--- config.mk ---
export PLATFORM = sky130hd
export DESIGN_NAME = rtcal_core
export DESIGN_NICKNAME = d
export VERILOG_FILES = /design/src/rtl/rtcal_pkg.sv /design/src/rtl/rtcal_presc.sv /design/src/rtl/rtcal_count.sv /design/src/rtl/rtcal_alarm.sv /design/src/rtl/rtcal_flags.sv /design/src/rtl/rtcal_core.sv
export SDC_FILE = /design/constraint.sdc
export NUM_CORES = 1
export LEC_CHECK = 0
export BUFFER_PORTS_ARGS = -buffer_cell sky130_fd_sc_hd__buf_2
export CORE_UTILIZATION = 45
export CTS_BUF_LIST = sky130_fd_sc_hd__clkbuf_8
export CTS_CLUSTER_DIAMETER = 200
export DETAILED_ROUTE_END_ITERATION = 8
export PLACE_DENSITY_LB_ADDON = 0.08
export SYNTH_ARGS = -nofsm -noshare
export SYNTH_HDL_FRONTEND = slang
export SYNTH_SLANG_ARGS = --single-unit
export TNS_END_PERCENT = 100
--- constraint.sdc ---
create_clock -name clk -period 8.6 [get_ports clk]
set_clock_uncertainty 0.1 [all_clocks]
set_input_delay 1.29 -clock clk [delete_from_list [all_inputs] [get_ports clk]]
set_output_delay 1.29 -clock clk [all_outputs]
set_load 0.02 [all_outputs]
--- src/rtl/rtcal_pkg.sv ---
`timescale 1ns/1ps
package rtcal_pkg;

  localparam int ADDR_W = 5;

  localparam logic [ADDR_W-1:0] A_SEC   = 5'h00;
  localparam logic [ADDR_W-1:0] A_MIN   = 5'h01;
  localparam logic [ADDR_W-1:0] A_HOUR  = 5'h02;
  localparam logic [ADDR_W-1:0] A_WDAY  = 5'h03;
  localparam logic [ADDR_W-1:0] A_DATE  = 5'h04;
  localparam logic [ADDR_W-1:0] A_MON   = 5'h05;
  localparam logic [ADDR_W-1:0] A_YEAR  = 5'h06;
  localparam logic [ADDR_W-1:0] A_AMIN  = 5'h07;
  localparam logic [ADDR_W-1:0] A_AHOUR = 5'h08;
  localparam logic [ADDR_W-1:0] A_ADATE = 5'h09;
  localparam logic [ADDR_W-1:0] A_FLAGS = 5'h0E;
  localparam logic [ADDR_W-1:0] A_CTLA  = 5'h0F;
  localparam logic [ADDR_W-1:0] A_CTLB  = 5'h10;

  // flag and enable bit positions, decoded by software
  localparam int FL_POR = 0;
  localparam int FL_ALM = 2;
  localparam int FL_UPD = 4;
  localparam int EN_ALM = 3;
  localparam int EN_UPD = 5;

  typedef struct packed {
    logic [7:0] year;
    logic [4:0] mon;
    logic [5:0] date;
    logic [6:0] wday;
    logic [5:0] hour;
    logic [6:0] min;
    logic [6:0] sec;
  } cal_t;

  localparam cal_t CAL_RST = '{year: 8'h00, mon: 5'h01, date: 6'h01,
                               wday: 7'h01, hour: 6'h00, min: 7'h00,
                               sec: 7'h00};

  function automatic logic [7:0] bcd_inc(input logic [7:0] v);
    if (v[3:0] == 4'h9) return {v[7:4] + 4'h1, 4'h0};
    else                return {v[7:4], v[3:0] + 4'h1};
  endfunction

  function automatic logic [5:0] last_day(input logic [4:0] mon,
                                          input logic [7:0] year);
    logic leap;
    leap = year[4] ? (year[3:0] == 4'h2 || year[3:0] == 4'h6)
                   : (year[3:0] == 4'h0 || year[3:0] == 4'h4 ||
                      year[3:0] == 4'h8);
    case (mon)
      5'h02:                      return leap ? 6'h29 : 6'h28;
      5'h04, 5'h06, 5'h09, 5'h11: return 6'h30;
      default:                    return 6'h31;
    endcase
  endfunction

endpackage

--- src/rtl/rtcal_presc.sv ---
`timescale 1ns/1ps
module rtcal_presc #(
  parameter int TICKS = 32768
) (
  input  logic clk,
  input  logic rst_n,
  input  logic restart,
  output logic tick
);
  localparam int CW = (TICKS > 1) ? $clog2(TICKS) : 1;
  localparam logic [CW-1:0] LAST = CW'(TICKS - 1);

  logic [CW-1:0] cnt_q, cnt_d;
  logic          at_last;

  always_comb begin
    at_last = (cnt_q == LAST);
    tick    = at_last & ~restart;
    if (restart || at_last) cnt_d = '0;
    else                    cnt_d = cnt_q + 1'b1;
  end

  always_ff @(posedge clk or negedge rst_n) begin
    if (!rst_n) cnt_q <= '0;
    else        cnt_q <= cnt_d;
  end
endmodule

--- src/rtl/rtcal_count.sv ---
`timescale 1ns/1ps
module rtcal_count
  import rtcal_pkg::*;
(
  input  logic              clk,
  input  logic              rst_n,
  input  logic              tick,
  input  logic              wr,
  input  logic [ADDR_W-1:0] addr,
  input  logic [7:0]        wdata,
  output cal_t              cur,
  output cal_t              nxt,
  output logic              min_roll
);
  logic load;

  always_comb begin
    nxt      = cur;
    min_roll = 1'b0;
    if (tick) begin
      if (cur.sec == 7'h59) begin
        nxt.sec  = 7'h00;
        min_roll = 1'b1;
        if (cur.min == 7'h59) begin
          nxt.min = 7'h00;
          if (cur.hour == 6'h23) begin
            nxt.hour = 6'h00;
            nxt.wday = {cur.wday[5:0], cur.wday[6]};
            if (cur.date == last_day(cur.mon, cur.year)) begin
              nxt.date = 6'h01;
              if (cur.mon == 5'h12) begin
                nxt.mon  = 5'h01;
                nxt.year = (cur.year == 8'h99) ? 8'h00 : bcd_inc(cur.year);
              end else begin
                nxt.mon = 5'(bcd_inc({3'b000, cur.mon}));
              end
            end else begin
              nxt.date = 6'(bcd_inc({2'b00, cur.date}));
            end
          end else begin
            nxt.hour = 6'(bcd_inc({2'b00, cur.hour}));
          end
        end else begin
          nxt.min = 7'(bcd_inc({1'b0, cur.min}));
        end
      end else begin
        nxt.sec = 7'(bcd_inc({1'b0, cur.sec}));
      end
    end
    if (wr) begin
      case (addr)
        A_SEC:   nxt.sec  = wdata[6:0];
        A_MIN:   nxt.min  = wdata[6:0];
        A_HOUR:  nxt.hour = wdata[5:0];
        A_WDAY:  nxt.wday = wdata[6:0];
        A_DATE:  nxt.date = wdata[5:0];
        A_MON:   nxt.mon  = wdata[4:0];
        A_YEAR:  nxt.year = wdata;
        default: ;
      endcase
    end
    load = tick | wr;
  end

  always_ff @(posedge clk or negedge rst_n) begin
    if (!rst_n)    cur <= CAL_RST;
    else if (load) cur <= nxt;
  end
endmodule

--- src/rtl/rtcal_alarm.sv ---
`timescale 1ns/1ps
module rtcal_alarm
  import rtcal_pkg::*;
(
  input  logic              clk,
  input  logic              rst_n,
  input  logic              wr,
  input  logic [ADDR_W-1:0] addr,
  input  logic [6:0]        wdata,
  input  logic              eval,
  input  logic [6:0]        cand_min,
  input  logic [5:0]        cand_hour,
  input  logic [5:0]        cand_date,
  output logic [6:0]        al_min,
  output logic [5:0]        al_hour,
  output logic [5:0]        al_date,
  output logic              hit
);
  logic [6:0] min_d;
  logic [5:0] hour_d, date_d;
  logic       load;

  always_comb begin
    min_d  = al_min;
    hour_d = al_hour;
    date_d = al_date;
    load   = 1'b0;
    if (wr) begin
      case (addr)
        A_AMIN:  begin min_d  = wdata;      load = 1'b1; end
        A_AHOUR: begin hour_d = wdata[5:0]; load = 1'b1; end
        A_ADATE: begin date_d = wdata[5:0]; load = 1'b1; end
        default: ;
      endcase
    end
    hit = eval && (cand_min == al_min) && (cand_hour == al_hour) &&
          (cand_date == al_date);
  end

  always_ff @(posedge clk or negedge rst_n) begin
    if (!rst_n) begin
      al_min  <= '0;
      al_hour <= '0;
      al_date <= '0;
    end else if (load) begin
      al_min  <= min_d;
      al_hour <= hour_d;
      al_date <= date_d;
    end
  end
endmodule

--- src/rtl/rtcal_flags.sv ---
`timescale 1ns/1ps
module rtcal_flags (
  input  logic clk,
  input  logic rst_n,
  input  logic wr_flags,
  input  logic keep_por,
  input  logic keep_alm,
  input  logic keep_upd,
  input  logic set_alm,
  input  logic set_upd,
  input  logic wr_ctl,
  input  logic aie_in,
  input  logic uie_in,
  output logic por,
  output logic alm,
  output logic upd,
  output logic aie,
  output logic uie,
  output logic irq_n
);
  logic por_d, alm_d, upd_d, aie_d, uie_d;

  always_comb begin
    por_d = por & ~(wr_flags & ~keep_por);
    alm_d = set_alm | (alm & ~(wr_flags & ~keep_alm));
    upd_d = set_upd | (upd & ~(wr_flags & ~keep_upd));
    aie_d = wr_ctl ? aie_in : aie;
    uie_d = wr_ctl ? uie_in : uie;
    irq_n = ~((alm & aie) | (upd & uie));
  end

  always_ff @(posedge clk or negedge rst_n) begin
    if (!rst_n) begin
      por <= 1'b1;
      alm <= 1'b0;
      upd <= 1'b0;
      aie <= 1'b0;
      uie <= 1'b0;
    end else begin
      por <= por_d;
      alm <= alm_d;
      upd <= upd_d;
      aie <= aie_d;
      uie <= uie_d;
    end
  end
endmodule

--- src/rtl/rtcal_core.sv ---
`timescale 1ns/1ps
module rtcal_core
  import rtcal_pkg::*;
#(
  parameter int TICKS_PER_SEC = 32768
) (
  input  logic              clk,
  input  logic              rst_n,
  input  logic              reg_wr,
  input  logic              reg_rd,
  input  logic              reg_first,
  input  logic [ADDR_W-1:0] reg_addr,
  input  logic [7:0]        reg_wdata,
  output logic [7:0]        reg_rdata,
  output logic              irq_n
);
  logic [1:0] rst_sync;
  logic       rst_i;
  logic       sec_tick, min_roll, wr_sec, alm_hit;
  cal_t       cur_time, nxt_time, snap, view;
  logic [6:0] al_min;
  logic [5:0] al_hour, al_date;
  logic       st_por, st_alm, st_upd, en_alm, en_upd;
  logic [7:0] ctla;
  logic       snap_en, ctla_en;

  // asynchronous assert, synchronous release
  always_ff @(posedge clk or negedge rst_n) begin
    if (!rst_n) rst_sync <= 2'b00;
    else        rst_sync <= {rst_sync[0], 1'b1};
  end
  assign rst_i = rst_sync[1];

  assign wr_sec = reg_wr && (reg_addr == A_SEC);

  rtcal_presc #(.TICKS(TICKS_PER_SEC)) u_presc (
    .clk(clk), .rst_n(rst_i), .restart(wr_sec), .tick(sec_tick)
  );

  rtcal_count u_count (
    .clk(clk), .rst_n(rst_i), .tick(sec_tick), .wr(reg_wr),
    .addr(reg_addr), .wdata(reg_wdata), .cur(cur_time), .nxt(nxt_time),
    .min_roll(min_roll)
  );

  rtcal_alarm u_alarm (
    .clk(clk), .rst_n(rst_i), .wr(reg_wr), .addr(reg_addr),
    .wdata(reg_wdata[6:0]), .eval(min_roll), .cand_min(nxt_time.min),
    .cand_hour(nxt_time.hour), .cand_date(nxt_time.date),
    .al_min(al_min), .al_hour(al_hour), .al_date(al_date), .hit(alm_hit)
  );

  rtcal_flags u_flags (
    .clk(clk), .rst_n(rst_i),
    .wr_flags(reg_wr && (reg_addr == A_FLAGS)),
    .keep_por(reg_wdata[FL_POR]), .keep_alm(reg_wdata[FL_ALM]),
    .keep_upd(reg_wdata[FL_UPD]), .set_alm(alm_hit), .set_upd(sec_tick),
    .wr_ctl(reg_wr && (reg_addr == A_CTLB)),
    .aie_in(reg_wdata[EN_ALM]), .uie_in(reg_wdata[EN_UPD]),
    .por(st_por), .alm(st_alm), .upd(st_upd), .aie(en_alm), .uie(en_upd),
    .irq_n(irq_n)
  );

  // burst capture and plain byte register
  always_comb begin
    snap_en = reg_rd & reg_first;
    ctla_en = reg_wr && (reg_addr == A_CTLA);
  end

  always_ff @(posedge clk or negedge rst_i) begin
    if (!rst_i) begin
      snap <= CAL_RST;
      ctla <= 8'h00;
    end else begin
      if (snap_en) snap <= cur_time;
      if (ctla_en) ctla <= reg_wdata;
    end
  end

  always_comb begin
    view = reg_first ? cur_time : snap;
    case (reg_addr)
      A_SEC:   reg_rdata = {1'b0, view.sec};
      A_MIN:   reg_rdata = {1'b0, view.min};
      A_HOUR:  reg_rdata = {2'b00, view.hour};
      A_WDAY:  reg_rdata = {1'b0, view.wday};
      A_DATE:  reg_rdata = {2'b00, view.date};
      A_MON:   reg_rdata = {3'b000, view.mon};
      A_YEAR:  reg_rdata = view.year;
      A_AMIN:  reg_rdata = {1'b0, al_min};
      A_AHOUR: reg_rdata = {2'b00, al_hour};
      A_ADATE: reg_rdata = {2'b00, al_date};
      A_FLAGS: reg_rdata = {3'b000, st_upd, 1'b0, st_alm, 1'b0, st_por};
      A_CTLA:  reg_rdata = ctla;
      A_CTLB:  reg_rdata = {2'b00, en_upd, 1'b0, en_alm, 3'b000};
      default: reg_rdata = 8'h00;
    endcase
  end
endmodule

==> results.toml <==
[die]
num_rows = 50
chipHeight_um = 139.8
core_area_mm2 = 0.01864
initial_utilization_pct = 45.87
boundaryPins = 27
die_x_um = 139.8
die-area_mm2 = 0.01956

[grt]
global_route.overflow_total = 0
via_count_of_the_first_global_routing_pass = 7161
grt_start_max_net_pins = 62
global_route_wire_length_before_repair_um = 42920
groute.usage.overall_pct = 29.44
grt_antenna_before_repair = 2

[clock_tree]
worst_skew_pair.late_latency_ps = 470
clk_path_buf_depth = 2
postCtsResizedCells = 0
clock-root-buffer = "sky130_fd_sc_hd__clkbuf_8"
cts.reportedPaths.clkPinSlew_ps = 90
cts.sinks = 141
post_cts_setup_bufs = 0
ctsHoldBuffers = 0
cts_tree = "done"
h_tree_levels = 4
cts_made_buffers = 17

[detailed_routing]
top_layer_used = "met4"
detail_route.drc_violations = 0
viasPerCell = 6.383
dr.pass1.iters = 5
postRouteWirelength_um = 27660
route.layer.met1.wl_um = 12100
drt_iter0_drc = 608
wl_met2_um = 12600
met3_length_um = 1962
detail_route_antenna_nets = 0
post_drt_wl_per_cell_um = 23.58
via_count = 7487

[synthesis]
ys_seq_area_share_pct = 41.37
yosysWarnings = 0
synth_edf_count = 0
mappedNetlistNets = 955
post-synth-top-area-cell = "sky130_fd_sc_hd__dfrtp_1"
ys_ff_latch = 141
synth_top_area_share_pct = 39.22
postSynthCellCount = 921
async_reset_ff_share_pct = 100.0
synth_cell_types = 80
synth_ff_type = "sky130_fd_sc_hd__dfrtp_1"
netlist_area_pre_place_mm2 = 0.008551
yosys-top-cells-area = "sky130_fd_sc_hd__dfrtp_1, sky130_fd_sc_hd__mux2_2, sky130_fd_sc_hd__nand2_1"
post_synth.cell_area_avg_um2 = 9.284

[critical_path]
critical_path_peak_fanout = 7
criticalPathCategory = "in -> out"
timing.critical_path.buf_inv = 3
path_cells = "buf_2, nor2_1, nand2_1, nor3_1, buf_4, a22oi_1, o2111ai_1, o41ai_1, nand3_1, buf_2"
cp_common_cell = "sky130_fd_sc_hd__buf_2"
critPathArrivalTime_ps = 3520
required_time_of_the_worst_setup_path_ps = 7210
critPathSlowestCell = "sky130_fd_sc_hd__nor3_1"
startpoint_type = "input pin"
worst_path_dominant_cell_family = "simple AND/OR/NAND/NOR gates"
crit_path_end_kind = "output pin"
critical-path-max-stage-delay_ps = 790

[final_layout]
final_common_cell = "sky130_fd_sc_hd__dfrtp_1"
final_layout_size_suffix_gt1_share_pct = 16.54
most_used_cells_in_the_layout_excluding_fill_and_tap_cells = "sky130_fd_sc_hd__dfrtp_1, sky130_fd_sc_hd__nand2_1, sky130_fd_sc_hd__nor2_1, sky130_fd_sc_hd__mux2_2, sky130_fd_sc_hd__o21ai_0"
multi_input_comb_area_mm2 = 0.004741
finalNetCount = 958
final_cell_count_no_fill = 1173
seqCellArea_mm2 = 0.003541
areaGrowthSynthToFinish_pct = 8.282
fillerInstances = 1855

[timing]
timing_worst_slew_pin_value_ps = 1003
fin_crit_sh_pct = 57.09
hold_violations = 0
final-max-slew-violation-count = 0
setup_total_negative_slack_ps = 0
setup_violations = 0
max_freq_ghz = 0.2037
rsz0062_at_grt = "no"
slew_headroom_pct = 32.62
post-route-min-period_ps = 4910

[place]
placedCellCount = 1139
post-dp-hpwl_um = 19730
place.port_buffers = 26
gp_routability_congestion = 1.002

[outcome]
run_status = "finished clean"

[flow_run]
number_of_violations_of_the_max_capacitance_limit = 0

[power]
internal_power_mw = 1.309
powerDensity_mw_per_mm2 = 218.7
power.clock.fraction_pct = 28.6
share_seq_of_total_power_pct = 48.6
power.ir.vdd_worst_mv = 0.1303
power.share.combinational_pct = 22.7
p_sw_uw = 716.1
netSwitchingFraction_pct = 35.37
power.total_mw = 2.025
cellLeakagePower_nw = 3.896

[min_path]
worstHoldPathType = "reg -> async"
cell usage after synthesis (3+ instances only):
| cell type | n |
|---|---|
| sky130_fd_sc_hd__dfstp_2 | 7 |
| sky130_fd_sc_hd__o21a_1 | 4 |
| sky130_fd_sc_hd__mux2_2 | 64 |
| sky130_fd_sc_hd__dfrtp_1 | 134 |
| sky130_fd_sc_hd__or3b_2 | 4 |
| sky130_fd_sc_hd__and3_1 | 6 |
| sky130_fd_sc_hd__o211ai_1 | 8 |
| sky130_fd_sc_hd__o2111ai_1 | 4 |
| sky130_fd_sc_hd__nor2_1 | 80 |
| sky130_fd_sc_hd__nand2b_1 | 4 |
| sky130_fd_sc_hd__o311ai_0 | 3 |
| sky130_fd_sc_hd__a21oi_1 | 40 |
| sky130_fd_sc_hd__nand3_1 | 30 |
| sky130_fd_sc_hd__mux2i_1 | 33 |
| sky130_fd_sc_hd__and4_1 | 5 |
| sky130_fd_sc_hd__inv_1 | 19 |
| sky130_fd_sc_hd__nor3_1 | 19 |
| sky130_fd_sc_hd__a22oi_1 | 12 |
| sky130_fd_sc_hd__nor4_1 | 6 |
| sky130_fd_sc_hd__o21ai_0 | 59 |
| sky130_fd_sc_hd__o31ai_1 | 8 |
| sky130_fd_sc_hd__xor2_1 | 18 |
| sky130_fd_sc_hd__nand3b_1 | 7 |
| sky130_fd_sc_hd__or4_1 | 3 |
| sky130_fd_sc_hd__a2bb2oi_1 | 4 |
| sky130_fd_sc_hd__nor2b_1 | 12 |
| sky130_fd_sc_hd__buf_2 | 4 |
| sky130_fd_sc_hd__nor3b_1 | 9 |
| sky130_fd_sc_hd__xnor2_1 | 14 |
| sky130_fd_sc_hd__a211oi_1 | 5 |
| sky130_fd_sc_hd__or3_1 | 8 |
| sky130_fd_sc_hd__ha_1 | 16 |
| sky130_fd_sc_hd__nand2_1 | 116 |
| sky130_fd_sc_hd__or2_2 | 3 |
| sky130_fd_sc_hd__and2_1 | 5 |
| sky130_fd_sc_hd__a221oi_1 | 11 |
| sky130_fd_sc_hd__and3b_1 | 3 |
| sky130_fd_sc_hd__nand4_1 | 17 |
| sky130_fd_sc_hd__a31oi_1 | 17 |
| sky130_fd_sc_hd__o22ai_1 | 7 |
| sky130_fd_sc_hd__buf_1 | 7 |
| sky130_fd_sc_hd__clkbuf_1 | 36 |
worst paths after layout:
kind                                                 start                     endpoint  slack, ps  cells after the start
worst min-delay path                 rst_sync[1]$_DFF_PN0_         snap[43]$_DFFE_PN0P_        190                      0
worst max-delay path                           reg_addr[1]                 reg_rdata[5]       3690                     10
min in group clk                     rst_sync[0]$_DFF_PN0_        rst_sync[1]$_DFF_PN0_        260                      0
worst max register to register  u_count.cur[4]$_DFFE_PN0P_  u_count.cur[44]$_DFFE_PN0P_       4710                     10
worst min register to register       rst_sync[1]$_DFF_PN0_         snap[43]$_DFFE_PN0P_        190                      0
max in group asynchronous            rst_sync[1]$_DFF_PN0_   u_count.cur[9]$_DFFE_PN0P_       6380                      2
area by class of cell:
class / count / share of cell area (%)
clock buffers: 17 / 2.527
flip-flops and latches: 141 / 38.24
multi-input cells: 711 / 51.20
diodes: 2 / 0.05405
clock inverters: 15 / 2.027
well taps: 234 / 3.162
inverters: 20 / 0.8108
repair buffers: 33 / 1.973
cell families after synthesis:
group	Yosys count	synth area share, %
multiplexers	97	12.29
AND/OR/NAND/NOR	350	20.87
XOR/XNOR	32	3.278
other	1	0.04386
adder cells (fa/ha/maj)	16	2.341
flip-flops	141	41.37
AO/OA/AOI/OAI	215	16.59
buffers and inverters	69	3.219
worst reg2reg max path: cells and delay by family, from the launching register on:
kind	cells	cell delay, ps
flops	1	550
compound gates	1	200
simple gates	8	2700
fa+ha+maj	1	260
metal layers:
metal	global-route usage (%)	vias up
met5	0	-
met4	11.68	0
met3	6.676	81
met2	46.05	332
met1	39.46	3692
li1	-	3382
through the flow:
step	hold slack [ps]	util, %	setup slack (ps)	instance area [um^2]
6_report	188.1	49.66	3690	9259
5_1_grt	242.2	49.66	3642	9259
4_1_cts	218.3	49.64	3742	9254
3_5_place_dp	207.7	47.38	3751	8832
3_3_place_gp	203.2	47.38	3775	8832
2_1_floorplan	231.2	-	4293	8551
power groups by stage:
| stage | Combinational (mW) | Sequential, mW | Clock, mW |
|---|---|---|---|
| after global placement | 0.447 | 0.984 | 0 |
| after detailed placement | 0.456 | 0.991 | 0 |
| after global routing | 0.510 | 1.00 | 0.618 |
| after floorplan | 0.364 | 0.920 | 0 |
| after CTS | 0.458 | 0.979 | 0.591 |
| final | 0.461 | 0.985 | 0.580 |
state kept, by name (all words and copies together) (netlist names), 2 cells and up:
signal / count
rst_sync: 2
u_count.cur: 46
snap: 46
u_alarm.al_date: 6
u_alarm.al_min: 7
ctla: 8
u_presc.cnt_q: 15
u_alarm.al_hour: 6
(Power assumes the default switching activity.)
